===== src/rtl/pulse_envelope_pkg.sv =====
`timescale 1ns/1ps
package pulse_envelope_pkg;
    localparam int TICKS   = 20;
    localparam int PHASES  = 4;
    localparam int EDGE    = TICKS / (PHASES + 1);
    localparam int SLICES  = 60;
    localparam int SEL_W   = 3;
    localparam int DLY_W   = 2;
    localparam int MAXD    = (1 << DLY_W) - 1;
    localparam int TICK_W  = $clog2(TICKS);
    localparam int AMP_W   = $clog2(SLICES + 1);
    localparam int NSHAPE  = 4;

    typedef struct packed {
        logic [SLICES-1:0] en;
        logic [AMP_W-1:0]  amp;
    } drive_state_t;
endpackage


===== src/rtl/phase_ticker.sv =====
`timescale 1ns/1ps
module phase_ticker
    import pulse_envelope_pkg::*;
(
    input  logic              clk_i,
    input  logic              rst_ni,
    input  logic              run_i,
    output logic [TICK_W-1:0] tick_o,
    output logic              wide_o,
    output logic              narrow_o
);
    localparam logic [TICK_W-1:0] LAST = TICK_W'(TICKS - 1);

    logic [TICK_W-1:0] cnt_d, cnt_q;
    logic [PHASES-1:0] ph;

    always_comb begin
        cnt_d = '0;
        if (run_i) begin
            cnt_d = (cnt_q == LAST) ? '0 : cnt_q + 1'b1;
        end
    end

    always_ff @(posedge clk_i or negedge rst_ni) begin
        if (!rst_ni) cnt_q <= '0;
        else         cnt_q <= cnt_d;
    end

    // phase k is high for the first (k+1)*EDGE ticks of a period
    for (genvar k = 0; k < PHASES; k++) begin : g_phase
        assign ph[k] = (cnt_q < TICK_W'(EDGE * (k + 1)));
    end

    assign wide_o   = ph[0] ^ ph[PHASES-1];
    assign narrow_o = ph[1] ^ ph[PHASES-2];
    assign tick_o   = cnt_q;
endmodule


===== src/rtl/tap_delay.sv =====
`timescale 1ns/1ps
module tap_delay
    import pulse_envelope_pkg::*;
(
    input  logic             clk_i,
    input  logic             rst_ni,
    input  logic             run_i,
    input  logic             bit_i,
    input  logic [DLY_W-1:0] dly_i,
    output logic             bit_o
);
    // hist_q[j] holds bit_i as it was j+1 ticks ago
    logic [MAXD-1:0]  hist_d, hist_q;
    logic [DLY_W-1:0] idx;

    always_comb begin
        hist_d = run_i ? {hist_q[MAXD-2:0], bit_i} : '0;
    end

    always_ff @(posedge clk_i or negedge rst_ni) begin
        if (!rst_ni) hist_q <= '0;
        else         hist_q <= hist_d;
    end

    assign idx   = dly_i - 1'b1;
    assign bit_o = (dly_i == '0) ? bit_i : hist_q[idx];
endmodule


===== src/rtl/slice_router.sv =====
`timescale 1ns/1ps
module slice_router
    import pulse_envelope_pkg::*;
(
    input  logic [NSHAPE-1:0]       shape_i,
    input  logic [SLICES*SEL_W-1:0] sel_i,
    output logic [SLICES-1:0]       en_o
);
    for (genvar i = 0; i < SLICES; i++) begin : g_slice
        logic [SEL_W-1:0] code;
        assign code = sel_i[i*SEL_W +: SEL_W];
        always_comb begin
            unique case (code)
                3'd1:    en_o[i] = shape_i[0];
                3'd2:    en_o[i] = shape_i[1];
                3'd3:    en_o[i] = shape_i[2];
                3'd4:    en_o[i] = shape_i[3];
                default: en_o[i] = 1'b0;
            endcase
        end
    end
endmodule


===== src/rtl/pulse_envelope_gen.sv =====
`timescale 1ns/1ps
module pulse_envelope_gen
    import pulse_envelope_pkg::*;
(
    input  logic                    clk_i,
    input  logic                    rst_ni,
    input  logic                    run_i,
    input  logic [DLY_W-1:0]        dly_wide_i,
    input  logic [DLY_W-1:0]        dly_narrow_i,
    input  logic [SLICES*SEL_W-1:0] sel_i,
    output logic [SLICES-1:0]       slice_en_o,
    output logic [AMP_W-1:0]        amp_o
);
    logic [TICK_W-1:0] tick_w;
    logic              wide_w, narrow_w;
    logic [NSHAPE-1:0] shape_w;
    logic [SLICES-1:0] route_w;
    drive_state_t      st_d, st_q;

    phase_ticker u_ticker (
        .clk_i    (clk_i),
        .rst_ni   (rst_ni),
        .run_i    (run_i),
        .tick_o   (tick_w),
        .wide_o   (wide_w),
        .narrow_o (narrow_w)
    );

    assign shape_w[0] = wide_w;
    assign shape_w[2] = narrow_w;

    tap_delay u_tap_wide (
        .clk_i  (clk_i),
        .rst_ni (rst_ni),
        .run_i  (run_i),
        .bit_i  (wide_w),
        .dly_i  (dly_wide_i),
        .bit_o  (shape_w[1])
    );

    tap_delay u_tap_narrow (
        .clk_i  (clk_i),
        .rst_ni (rst_ni),
        .run_i  (run_i),
        .bit_i  (narrow_w),
        .dly_i  (dly_narrow_i),
        .bit_o  (shape_w[3])
    );

    slice_router u_router (
        .shape_i (shape_w),
        .sel_i   (sel_i),
        .en_o    (route_w)
    );

    always_comb begin
        st_d     = '0;
        st_d.en  = run_i ? route_w : '0;
        for (int i = 0; i < SLICES; i++) begin
            st_d.amp = st_d.amp + {{(AMP_W-1){1'b0}}, st_d.en[i]};
        end
    end

    always_ff @(posedge clk_i or negedge rst_ni) begin
        if (!rst_ni) st_q <= '0;
        else         st_q <= st_d;
    end

    assign slice_en_o = st_q.en;
    assign amp_o      = st_q.amp;
endmodule


===== config.mk =====
export PLATFORM = sky130hd
export DESIGN_NAME = pulse_envelope_gen
export DESIGN_NICKNAME = d
export VERILOG_FILES = /design/src/rtl/pulse_envelope_pkg.sv /design/src/rtl/phase_ticker.sv /design/src/rtl/tap_delay.sv /design/src/rtl/slice_router.sv /design/src/rtl/pulse_envelope_gen.sv
export SDC_FILE = /design/constraint.sdc
export NUM_CORES = 1
export LEC_CHECK = 0
export ABC_AREA = 1
export BUFFER_PORTS_ARGS = -buffer_cell sky130_fd_sc_hd__buf_2
export CORE_MARGIN = 2
export CORE_UTILIZATION = 57
export CTS_BUF_LIST = sky130_fd_sc_hd__clkbuf_8
export DETAILED_ROUTE_END_ITERATION = 10
export HOLD_SLACK_MARGIN = 0.06
export PLACE_DENSITY = 0.89
export SYNTH_ARGS = -nofsm -noshare
export SYNTH_HDL_FRONTEND = slang
export SYNTH_SLANG_ARGS = --single-unit

===== constraint.sdc =====
create_clock -name clk_i -period 13.6 [get_ports clk_i]
set_clock_uncertainty 0.05 [all_clocks]
set_input_delay 1.36 -clock clk_i [delete_from_list [all_inputs] [get_ports clk_i]]
set_output_delay 1.36 -clock clk_i [all_outputs]
set_load 0.01 [all_outputs]

==> results.json <==
{
  "status": "completed",
  "grt.total_usage_pct": 32.10,
  "layout-area-overhead-vs-synth_pct": 20.79,
  "crit_arrival_ps": 8180,
  "syn-num-nets": 1324,
  "cp_num_cells": 28,
  "holdBufCountCts": 0,
  "path_common_cell": "fa_1",
  "overflow": 0,
  "maxSlewViolCount": 0,
  "pin_count": 253,
  "clock_sinks": 77,
  "avgSynthCellArea_um2": 6.777,
  "ys_warn_count": 0,
  "place_congestion": 0.8789,
  "rows": 41,
  "cts_resized": 0,
  "critical-path-max-stage-delay_ps": 580,
  "routed_wl_um": 21420,
  "post-route-min-period_ps": 7980,
  "port_buffers": 252,
  "synth.distinct_cells": 25,
  "nNetsFinal": 1551,
  "start_util_pct": 57.99,
  "cts_setup_buffers": 0,
  "drc": 0,
  "r2r_cells": 25,
  "timing.fmax_mhz": 125.3,
  "antenna_found_initial": 2,
  "drive_above_1_share_pct": 21.49,
  "final-setup-viol-count": 0,
  "clock-root-buffer": "clkbuf_8",
  "grt_pass1_wl_um": 34180,
  "insertion_delay_ps": 370,
  "cts-buffers-inserted": 9,
  "rsz0062_at_grt": "false",
  "clk_pin_slew_ps": 80,
  "cap_violations": 0,
  "hold_viol": 0,
  "tightest_slew_ps": 974.9,
  "die_x_um": 116.8,
  "synthCells": 1071,
  "leakage_nw": 5.342,
  "cp-end-kind": "flop",
  "htreeDepth": 3,
  "ir_drop_mv": 0.04286,
  "tns_ps": 0,
  "drt-wirelength-per-cell_um": 14.50,
  "final_cell_mix": "buf_2, nand2_1, inv_1",
  "mostFrequentLayoutCell": "buf_2",
  "ys_seq_area_share_pct": 26.55,
  "critPathBufInv": 9,
  "min_path_type": "flop to flop",
  "crit_slowest_cell": "fa_1",
  "coreArea_mm2": 0.01252,
  "drt_iter0_drc": 694,
  "ctsLongestPathBuffers": 2,
  "path_delay_family": "adder cells",
  "cts_tree": "built",
  "finalPower_w": 0.0006345,
  "ys_ff_latch": 77,
  "cp_max_fo": 60,
  "cp-start-kind": "primary input",
  "grt_max_degree": 78,
  "antenna_left": 0,
  "num-fill-cells": 1087,
  "drtPass1Iterations": 6,
  "hold_depth": 2,
  "slew_headroom_pct": 35.01,
  "syn-cell-area_mm2": 0.007258,
  "vias": 7996,
  "viasPerCell": 5.414,
  "grt_pass1_vias": 7439,
  "critPathKind": "primary input to flop",
  "worstPathRequired_ps": 13800,
  "p_per_area_mw_per_mm2": 72.37,
  "die_h_um": 116.8,
  "final.period_utilization_pct": 58.68,
  "dieArea_mm2": 0.01365,
  "place_hpwl_um": 15910
}
[area by class of cell]
type / count / area, um2 / share of cell area (%)
Clock buffer: 10 / 137.6 / 1.570
Inverter: 196 / 735.7 / 8.392
Multi-Input combinational cell: 756 / 4407 / 50.26
Timing Repair Buffer: 258 / 1309 / 14.93
Clock inverter: 6 / 31.28 / 0.3568
Antenna cell: 2 / 5.005 / 0.05709
Tap cell: 172 / 215.2 / 2.455
Sequential cell: 77 / 1927 / 21.98
[per-layer routing]
layer	track usage [%]	up-vias	routed length (um)
met4	13.96	0	709
met3	6.591	61	1912
met5	0	-	0
met1	39.11	3625	8454
met2	55.41	384	10340
li1	-	3926	-
[flip-flops by register name (all words and copies together) (netlist names)]
signal,count
slice_en_o,60
amp_o,6
u_ticker.tick_o,5
u_tap_narrow.hist_q,3
u_tap_wide.hist_q,3
[final timing paths]
check,from,to,slack (ps)
worst min register to register,u_tap_wide.hist_q[1],u_tap_wide.hist_q[2],420
max in group asynchronous,rst_ni,amp_o[5],11780
worst max register to register,u_ticker.tick_o[2],amp_o[4],6460
worst max-delay path,dly_narrow_i[0],amp_o[4],5620
min in group asynchronous,rst_ni,u_tap_narrow.hist_q[1],1090
worst min-delay path,u_tap_wide.hist_q[1],u_tap_wide.hist_q[2],420
[synth_stat cells, drive strengths merged]
cell / instances / area [um2]
a21o: 1 / 7.510
a21oi: 3 / 15.01
a31oi: 1 / 6.260
buf: 28 / 138.9
clkbuf: 14 / 52.55
clkinv: 1 / 3.750
dfrtp: 77 / 1927
fa: 50 / 1001
ha: 16 / 200.2
inv: 195 / 732.0
nand2: 224 / 845.8
nand3: 91 / 455.4
nand4: 97 / 606.8
nor2: 117 / 446.7
nor3: 121 / 616.9
nor4: 1 / 6.260
o21ai: 27 / 135.1
xnor2: 2 / 17.52
xor2: 5 / 43.79
[metrics by stage]
stage / std cells / util, % / hold WS (ps) / setup WS (ps) / area, um2
floorplan: 1071 / - / 381.1 / 5982 / 7258
global placement: 1459 / 68.65 / 396.0 / 5357 / 8593
detailed placement: 1459 / 68.65 / 409.1 / 5285 / 8593
CTS: 1475 / 70.00 / 426.0 / 5655 / 8762
global route: 1477 / 70.04 / 436.3 / 5230 / 8767
finish: 1477 / 70.04 / 418.3 / 5620 / 8767
[worst reg2reg max path, delay by kind of cell, from the launching register on]
family / cells / cell delay, ps
flip-flops: 1 / 490
buffers and inverters: 6 / 860
AND/OR/NAND/NOR: 9 / 890
adder cells (fa/ha/maj): 9 / 4580
XOR/XNOR: 1 / 140
[power breakdown]
| group | internal, W | switching [W] |
|---|---|---|
| clock | 0.0000693 | 0.0000860 |
| combinational | 0.0000860 | 0.000149 |
| sequential | 0.000240 | 0.00000385 |
[logic make-up (layout without fill, tap and decap cells)]
logic type / Yosys count / in the layout / share of synthesized area (%)
XOR/XNOR: 7 / 7 / 0.8447
AND/OR/NAND/NOR: 651 / 651 / 41.03
buffers and inverters: 238 / 470 / 12.77
adder cells (fa/ha/maj): 66 / 66 / 16.55
other: 0 / 2 / 0
flip-flops: 77 / 77 / 26.55
AO/OA/AOI/OAI: 32 / 32 / 2.258
Note: power is estimated with default switching activity, not from simulation.
